File: src/rtl/sync_phase_mod.sv
module sync_phase_mod #(
  parameter int PW       = 16,
  parameter int TRIG_AMP = (1 << (PW - 1)) - 1,
  parameter int CLK_AMP  = 1 << (PW - 2)
) (
  input  logic                 clk,
  input  logic                 rst_n,
  input  logic                 tick_ms,
  input  logic                 trig_start,
  input  logic                 trig_bit,
  input  logic                 clk_start,
  input  logic [1:0]           clk_dibit,
  output logic signed [PW-1:0] phase_out,
  output logic                 busy
);
  localparam int TURN     = 80;
  localparam int QTR      = TURN / 4;
  localparam int HALF     = TURN / 2;
  localparam int TRIG_LEN = 40;
  localparam int CLK_LEN  = 20;
  localparam int STEP_HI  = TURN / 20;
  localparam int STEP_LO  = 3 * TURN / 80;

  logic       trig_q;
  logic [6:0] step_q, acc_q;
  logic [5:0] cnt_q;
  logic [6:0] acc_nx, half_pos, idx;
  logic       neg;
  logic [15:0] lut_v;
  logic [PW-1:0] mag;

  function automatic logic [15:0] qsin(input logic [6:0] i);
    case (i)
      7'd0:  qsin = 16'd0;     7'd1:  qsin = 16'd2571;  7'd2:  qsin = 16'd5126;
      7'd3:  qsin = 16'd7649;  7'd4:  qsin = 16'd10126; 7'd5:  qsin = 16'd12539;
      7'd6:  qsin = 16'd14876; 7'd7:  qsin = 16'd17121; 7'd8:  qsin = 16'd19260;
      7'd9:  qsin = 16'd21280; 7'd10: qsin = 16'd23170; 7'd11: qsin = 16'd24916;
      7'd12: qsin = 16'd26509; 7'd13: qsin = 16'd27938; 7'd14: qsin = 16'd29196;
      7'd15: qsin = 16'd30273; 7'd16: qsin = 16'd31163; 7'd17: qsin = 16'd31862;
      7'd18: qsin = 16'd32364; 7'd19: qsin = 16'd32666; 7'd20: qsin = 16'd32767;
      default: qsin = 16'd0;
    endcase
  endfunction

  assign acc_nx = (acc_q + step_q >= 7'(TURN)) ? acc_q + step_q - 7'(TURN) : acc_q + step_q;

  always_ff @(posedge clk) begin
    if (!rst_n) begin
      busy   <= 1'b0;
      trig_q <= 1'b0;
      step_q <= '0;
      acc_q  <= '0;
      cnt_q  <= '0;
    end else if (!busy) begin
      if (trig_start) begin
        busy   <= 1'b1;
        trig_q <= 1'b1;
        step_q <= trig_bit ? 7'(STEP_LO) : 7'(STEP_HI);
        acc_q  <= '0;
        cnt_q  <= '0;
      end else if (clk_start) begin
        busy   <= 1'b1;
        trig_q <= 1'b0;
        step_q <= 7'(STEP_HI);
        acc_q  <= 7'(QTR) * {5'd0, clk_dibit};
        cnt_q  <= '0;
      end
    end else if (tick_ms) begin
      if (cnt_q == (trig_q ? 6'(TRIG_LEN - 1) : 6'(CLK_LEN - 1))) begin
        busy <= 1'b0;
      end else begin
        cnt_q <= cnt_q + 6'd1;
        acc_q <= acc_nx;
      end
    end
  end

  assign neg      = acc_q >= 7'(HALF);
  assign half_pos = neg ? acc_q - 7'(HALF) : acc_q;
  assign idx      = (half_pos > 7'(QTR)) ? 7'(HALF) - half_pos : half_pos;
  assign lut_v    = qsin(idx);
  assign mag      = PW'((48'(lut_v) * 48'(trig_q ? TRIG_AMP : CLK_AMP)) >> 15);
  assign phase_out = !busy ? '0 : (neg ? -$signed(mag) : $signed(mag));


  hold_chk: assert property (@(posedge clk) disable iff (!rst_n)
    busy && !tick_ms |=> $stable(phase_out));

  rise_src_chk: assert property (@(posedge clk) disable iff (!rst_n)
    $rose(busy) |-> $past(trig_start || clk_start));

  fall_tick_chk: assert property (@(posedge clk) disable iff (!rst_n)
    $fell(busy) |-> $past(tick_ms));

  clk_depth_chk: assert property (@(posedge clk) disable iff (!rst_n)
    busy && !trig_q |-> (int'(phase_out) <= CLK_AMP && int'(phase_out) >= -CLK_AMP));
endmodule

File: config.mk
export PLATFORM = sky130hd
export DESIGN_NAME = sync_phase_mod
export DESIGN_NICKNAME = d
export VERILOG_FILES = /design/src/rtl/sync_phase_mod.sv
export SDC_FILE = /design/constraint.sdc
export NUM_CORES = 1
export LEC_CHECK = 0
export ABC_AREA = 1
export BUFFER_PORTS_ARGS = -buffer_cell sky130_fd_sc_hd__buf_2
export CORE_UTILIZATION = 40
export DETAILED_ROUTE_END_ITERATION = 8
export GPL_TIMING_DRIVEN = 0
export SLEW_MARGIN = 10
export SYNTH_ARGS = -nofsm -noshare
export SYNTH_HDL_FRONTEND = slang
export SYNTH_SLANG_ARGS = --single-unit
File: constraint.sdc
create_clock -name clk -period 14.4 [get_ports clk]
set_clock_uncertainty 0.05 [all_clocks]
set_input_delay 2.88 -clock clk [delete_from_list [all_inputs] [get_ports clk]]
set_output_delay 2.88 -clock clk [all_outputs]
set_load 0.1 [all_outputs]
==> results of run 1 <==
[layout make-up]
class	instances	area, µm²	area share, %
Clock buffer	4	78.8	0.899
Multi-Input combinational cell	817	6920	78.9
Timing Repair Buffer	24	120	1.37
Tap cell	270	338	3.85
Inverter	237	892	10.2
Sequential cell	17	340	3.88
Buffer	11	80.1	0.914
[how the worst max path moves through the flow]
stage | endpoint | startpoint | depth (start not counted) | slack (ns)
after floorplan | phase_out[3] | acc_q[4] | 40 | 1.73
after CTS | phase_out[12] | acc_q[0] | 44 | 1.48
final | phase_out[12] | acc_q[0] | 44 | 1.48
after detailed placement | phase_out[12] | acc_q[0] | 44 | 1.81
after global routing | phase_out[12] | acc_q[0] | 44 | 0.65
after global placement | phase_out[12] | acc_q[0] | 44 | 1.80
[worst min-delay path, cell delays in order, from the launching register on]
cell and delay (ns):
dfxtp_1 0.31, nand3_1 0.08, nand2_1 0.05
[through the flow]
step / setup WS (ns) / util, % / hold WS [ns] / cells
final: 1.48 / 43.5 / 0.445 / 1380
after global routing: 0.648 / 43.5 / 0.473 / 1380
after CTS: 1.48 / 43.5 / 0.445 / 1380
after detailed placement: 1.81 / 43.1 / 0.429 / 1376
after global placement: 1.80 / 43.1 / 0.423 / 1376
after floorplan: 1.73 / - / 0.404 / 1082
[cells by family after synthesis]
| kind of cell | synth area share (%) |
|---|---|
| simple gates | 26.8 |
| buf+inv | 11.8 |
| fa+ha+maj | 44.3 |
| compound gates | 10.5 |
| xor+xnor | 2.45 |
| flops | 4.14 |
[per-layer routing]
layer | track usage, % | vias to the layer above | part of all wire, %
li1 | - | 3475 | -
met1 | 27.9 | 3089 | 50
met2 | 32.6 | 88 | 46
met3 | 0.846 | 16 | 2.4
met4 | 2.21 | 0 | 1.2
met5 | 0 | - | 0
[sequential cells by signal (all words and copies together) (netlist names)]
register,flops
step_q,2
busy,1
trig_q,1
acc_q,7
cnt_q,6
[synthesized netlist by cell type, types with 2 or more instances]
cell      instances
o21ai_1           8
nand2_4          14
a21boi_0          3
nand2_2          25
a211oi_1          3
a221oi_1          5
o31ai_1           2
nand2_8           2
buf_4             2
xor2_1           12
inv_1           214
nor3b_1           2
nand2_1         195
clkinv_1          2
nand3_1          56
o21ai_0          34
nor2_4            9
nand3b_1          5
nand4_1           6
fa_1            114
nor2_1           64
nor4_1            3
dfxtp_1          17
ha_1            109
o22ai_1           2
xnor2_1          11
nand3_4           3
nor3_1           14
clkbuf_1          3
buf_6             4
o21bai_1          5
a21oi_1          60
o211ai_1          6
nand3_2          12
a31oi_1           5
inv_2            20
a21o_1            8
nor2_8            2
nor2_2            7
==> results.md, run 1 <==
* Total congestion overflow at 0
* Fill cell count at around 2,100
* Reg2Reg Depth at 12
* ANT nets after route at 0
* Main synth FF type: dfxtp_1
* Root buf cell: clkbuf_16
* CTS sink cnt at 17
* CTS Buffer Depth at 2
* Highest Clock Rate at ~77 MHz
* CP max stage cell: fa_1
* Width of the die at 145 µm
* Cell area after layout at about 8800 µm²
* Family with the most delay on the worst path: adder cells
* Initial Utilization at 40.8%
* Wire per inst at ~14 µm
* Crit start category: flip-flop
* Post-layout minimum cycle time at about 13 ns
* DP HPWL at about 17,000 µm
* Die height at between 100 and 150 µm
* Sequential fraction of the synthesis area at under 10%
* Post-CTS Resized at 0
* CP max FO at 11
* WL final at ~19,000 µm
* Drt via density at between 4 and 5
* Io pins at 25
* Synthesized area at roughly 8200 µm²
* Area contributors post-synth: fa_1, ha_1, inv_1
* Hold Path Class: reg -> reg
* Syn Nets at roughly 1,300
* Core ar. at about 20,000 µm²
* DR DRC count at 0
* Share of layout cells above drive strength 1 at around 12%
* Vias in the first global route at 6,779
* Clock transition at path regs at about 0.05 ns
* Worst Path Required at ~11 ns
* Final hold violations at 0
* Syn Inst Count at between 1,000 and 1,500
* Drt pass-1 iters at 5
* Post-synth top area share at 27.7%
* Mean area per synthesized cell at approximately 7.6 µm²
* Crit path largest cell delay at a little under 0.7 ns
* Hold_buf cts at 0
* Maximum capacitance violations at 0
* R2R Setup Slk at about 12 ns
* Crit path arrival time at around 10 ns
* Post-CTS Setup Inserts at 0
* Area grow syn2layout at 6.52%
* I/O Buffers at 24
* Endpoint, Worst Hold: step_q[2]
* Worst path most repeated cell: inv_1
* Max-slew headroom at 47.1%
* Initial DRC count at 273
* Status: completed
* Yosys warning count at 0
* Total track usage at 19.2%
* Core Rows at 52
* Setup TNS at 0 ns
* Worst skew pair latency at around 0.24 ns
* Synth async-reset ratio at 0%
* Reg-to-Reg Start: acc_q[0]
* Slew Limit Fails at 0
* Initial antenna violation count at 0
* WP buf/inv at 9
* Critical Path End Type: output pin
* RSZ-0062 raised after global routing: false
* Pin count of the biggest net entering global routing at 12
* Min-delay src: step_q[2]
* TritonCTS clock tree: done
* Commonest non-fill, non-tap cells in the layout: inv_1, nand2_1, fa_1
* Worst-Margin Slew at 0.791 ns
* TritonCTS Buffers at 3
* Via count at 6,668
* Number of synthesized flops with an enable pin at 0
* Die Area at 21,100 µm²
* Final setup fails at 0
* Count of cell types in the netlist at 53
* H-tree depth at 1
* Synth area leader: fa_1
* Crit Path Category: reg -> out
* Final cycle utilization of the critical path at between 80% and 90%
* Post-synthesis register bit count at 17
* Most common cell after layout, fill and taps aside: inv_1
* Inserted Diodes at 0
* Nets@finish at 1,342
* Global-route wire length before repair at ~33,000 µm
* Worst hold stages at 2
* Routability-driven placement congestion ratio at slightly above 0.9
* Area after DPL at a little under 9000 µm²
* R2r endpoint: acc_q[5]
Power of run 1 is left out: the tool's default activity adds up to more than one toggle a clock period on the data nets, which glitch-free logic cannot reach.
==> inputs of run 2 (changes only) <==
Settings changed: GPL_TIMING_DRIVEN 0 to not set.
==> results.md, run 2 (synthesis gave the netlist of run 1 again) <==
* Initial DRC count at 368
* Post-layout minimum cycle time at about 13 ns
* Crit start category: flip-flop
* Hold_buf cts at 0
* Status: completed
* ANT nets after route at 0
* Slew Limit Fails at 0
* TritonCTS Buffers at 3
* Hold Path Class: reg -> reg
* RSZ-0062 raised after global routing: false
* Most common cell after layout, fill and taps aside: inv_1
* Fill cell count at around 2,100
* Root buf cell: clkbuf_16
* Total congestion overflow at 0
* CP max FO at 11
* FF/Latch Area at roughly 340 µm²
* Max FFs per register at 7
* DR top layer: met4
* Clock transition at path regs at around 0.050 ns
* Routability-driven placement congestion ratio at 0.911
* R2R Setup Slk at around 11 ns
* Via count at approximately 6,700
* Worst hold stages at 2
* Post-CTS Resized at 0
* Total track usage at between 15 and 20%
* Crit path arrival time at about 9.8 ns
* Critical Path Sink: phase_out[12]
* Width of the die at roughly 150 µm
* Met3 wire length at 448 µm
* H-tree depth at 1
* Die height at 145 µm
* Initial antenna violation count at 0
* Worst Path Required at 11.47 ns
* Setup TNS at 0 ns
* Multi-input gate area at between 6000 and 7000 µm²
* Core ar. at 20,200 µm²
* Commonest non-fill, non-tap cells in the layout: inv_1, nand2_1, fa_1
* Critical Path End Type: output pin
* Max-slew headroom at 45.0%
* Initial Utilization at roughly 40%
* Final cycle utilization of the critical path at 88.2%
* Met2 wire len at roughly 8700 µm
* Global-route wire length before repair at 34,400 µm
* Vias in the first global route at about 6,800
* Highest Clock Rate at about 80 MHz
* Drt pass-1 iters at 5
* Area grow syn2layout at 5.64%
* Maximum capacitance violations at 0
* Largest Register: acc_q
* Worst-Margin Slew at 0.825 ns
* R2r endpoint: acc_q[4]
* TritonCTS clock tree: done
* DRT met1 WL at approximately 9900 µm
* Pin count of the biggest net entering global routing at 25
* Final WS setup at between 1.5 and 2 ns
* DP HPWL at around 17,000 µm
* Final hold violations at 0
* WL final at between 15,000 and 20,000 µm
* Post-CTS Setup Inserts at 0
* I/O Buffers at 24
* Worst skew pair latency at around 0.25 ns
* DR DRC count at 0
* Regs by FF count: acc_q: 7 flops, cnt_q: 6 flops, step_q: 2 flops
* Reg2Reg Depth at 6
* Final setup fails at 0
* Crit path largest cell delay at around 0.7 ns
* Crit Path Category: reg -> out
* Nets@finish at between 1,000 and 1,500
* Reg-to-Reg Start: busy
* Core Rows at 52
* CTS sink cnt at 17
* Io pins at 25
* Worst slack, placed at approximately 2.0 ns
* Inserted Diodes at 0
* Worst path most repeated cell: inv_1
* Wire per inst at between 10 and 15 µm
* CTS Buffer Depth at 2
* Share of layout cells above drive strength 1 at 11.8%
* Drt via density at roughly 4.9
* Die Area at 21,100 µm²
* CP max stage cell: fa_1
* Setup crit start: acc_q[0]
[run 2: cell count changes in the layout (fill, tap and decap cells not counted), sizes merged]
| cell | change |
|---|---|
| buf | -7 |
| clkbuf | -3 |
[run 2: per-layer routing]
| layer | track usage [%] | vias to the layer above |
|---|---|---|
| li1 | - | 3459 |
| met1 | 29.7 | 3119 |
| met2 | 32.5 | 88 |
| met5 | 0 | - |
| met4 | 1.95 | 0 |
| met3 | 0.721 | 12 |
[run 2: worst min path at each step]
| stage | startpoint | end |
|---|---|---|
| finish | step_q[2] | step_q[2] |
| global route | step_q[2] | step_q[2] |
| CTS | step_q[2] | step_q[2] |
| detailed placement | step_q[2] | step_q[2] |
| global placement | step_q[2] | step_q[2] |
| floorplan | step_q[2] | step_q[2] |
[run 2: final cells by class]
cell class	count	area share [%]
Tap cell	270	3.89
Inverter	237	10.3
Clock buffer	4	0.907
Multi-Input combinational cell	817	79.6
Timing Repair Buffer	25	1.47
Sequential cell	17	3.92
[run 2: metrics by stage]
step	cells	utilization [%]	instance area, µm²	hold slack (ns)
global placement	1366	42.7	8610	0.426
global route	1370	43.1	8690	0.468
CTS	1370	43.1	8690	0.441
floorplan	1082	-	8230	0.404
finish	1370	43.1	8690	0.437
detailed placement	1366	42.7	8610	0.432
[run 2: critical path, delay by kind of cell, from the launching register on]
family	cells	cell delay [ns]
flops	1	0.61
compound gates	4	0.75
xor+xnor	1	0.27
fa+ha+maj	10	4.43
buf+inv	9	1.17
simple gates	20	2.28
Power of run 2 is left out for the same reason.
==> inputs of run 3 (changes only) <==
Clock period 14.4 ns to 16.4 ns, I/O delays scaled along.
==> results.md, run 3 (synthesis gave the netlist of run 1 again) <==
* DR DRC count at 0
* I/O Buffers at 24
* Worst hold stages at 2
* Crit path arrival time at ~10 ns
* Final hold violations at 0
* RSZ-0062 raised after global routing: false
* Share of layout cells above drive strength 1 at 11.8%
* CP max FO at 11
* Area grow syn2layout at 5.64%
* Max FFs per register at 7
* Final cycle utilization of the critical path at 80.0%
* Crit start category: flip-flop
* Global-route wire length before repair at ~34,000 µm
* Max-slew headroom at 45.2%
* Core Rows at 52
* Initial DRC count at 356
* TritonCTS Buffers at 3
* Fill cell count at approximately 2,100
* R2r endpoint: acc_q[4]
* Total congestion overflow at 0
* Core ar. at 20,200 µm²
* Worst path most repeated cell: inv_1
* Hold Path Class: reg -> reg
* Highest Clock Rate at 76.2 MHz
* Pin count of the biggest net entering global routing at 25
* TritonCTS clock tree: done
* Drt pass-1 iters at 5
* CTS Buffer Depth at 2
* Reg-to-Reg Start: busy
* ANT nets after route at 0
* Post-layout minimum cycle time at between 10 and 15 ns
* Worst Path Required at between 10 and 15 ns
* Crit Path Category: reg -> out
* Initial Utilization at about two fifths
* Width of the die at roughly 150 µm
* Min-delay src: step_q[2]
* Die Area at about 21,000 µm²
* Reg2Reg Depth at 6
* Via count at roughly 6,700
* Vias in the first global route at 6,804
* Status: completed
* WL final at roughly 19,000 µm
* DP HPWL at around 17,000 µm
* Wire per inst at about 14 µm
* Commonest non-fill, non-tap cells in the layout: inv_1, nand2_1, fa_1
* Final Non-Filler Cells at 1,370
* Crit path largest cell delay at roughly 0.68 ns
* Maximum capacitance violations at 0
* Total track usage at 19.7%
* Largest Register: acc_q
* Final setup fails at 0
* Dpl cells at about 1,400
* Critical Path End Type: output pin
* Initial antenna violation count at 0
* Inserted Diodes at 0
* Area after DPL at 8610 µm²
* Root buf cell: clkbuf_16
* CTS sink cnt at 17
* Routability-driven placement congestion ratio at roughly 0.91
* Endpoint, Worst Hold: step_q[2]
* Worst-Margin Slew at between 0.8 and 0.9 ns
* Regs by FF count: acc_q: 7 flops, cnt_q: 6 flops, step_q: 2 flops
* Most common cell after layout, fill and taps aside: inv_1
* Hold_buf cts at 0
* Drt via density at 4.88
* Nets@finish at between 1,000 and 1,500
* R2R Setup Slk at 13.20 ns
* Hold WS at around 0.44 ns
* Post-CTS Resized at 0
* Die height at 145 µm
* Worst skew pair latency at ~0.25 ns
* Cell area after layout at around 8700 µm²
* H-tree depth at 1
* CP max stage cell: fa_1
* Io pins at 25
* Clock transition at path regs at ~0.050 ns
* Slew Limit Fails at 0
* Post-CTS Setup Inserts at 0
* Setup TNS at 0 ns
-- run 3: how the worst max path moves through the flow --
stage | startpoint | to | slack [ns] | depth (start not counted)
after CTS | acc_q[0] | phase_out[12] | 3.24 | 44
after detailed placement | acc_q[4] | phase_out[12] | 3.54 | 46
after floorplan | acc_q[4] | phase_out[3] | 3.33 | 40
after global routing | acc_q[0] | phase_out[10] | 2.34 | 42
after global placement | acc_q[0] | phase_out[12] | 3.62 | 44
final | acc_q[0] | phase_out[12] | 3.28 | 44
-- run 3: worst max-delay path: cells and delay by family (launching register included) --
kind | cells | cell delay [ns]
adder cells (fa/ha/maj) | 10 | 4.43
buffers and inverters | 9 | 1.18
XOR/XNOR | 1 | 0.27
AO/OA/AOI/OAI | 4 | 0.75
AND/OR/NAND/NOR | 20 | 2.27
flip-flops | 1 | 0.62
-- run 3: cell type report --
cell class	instances	area [µm²]	share of cell area (%)
Inverter	237	892	10.3
Clock buffer	4	78.8	0.907
Timing Repair Buffer	25	128	1.47
Multi-Input combinational cell	817	6920	79.6
Tap cell	270	338	3.89
Sequential cell	17	340	3.92
-- run 3: per-stage QoR --
stage               utilization, %  setup WS, ns
finish                        43.1          3.28
global route                  43.1          2.34
CTS                           43.1          3.24
detailed placement            42.7          3.54
global placement              42.7          3.62
floorplan                        -          3.33
-- run 3: per-layer routing --
| layer | GRT usage, % | wire [µm] |
|---|---|---|
| met1 | 29.3 | 9870 |
| met2 | 32.4 | 8620 |
| met3 | 0.846 | 396 |
| met4 | 2.84 | 280 |
| met5 | 0 | 0 |
Power of run 3 is left out for the same reason.
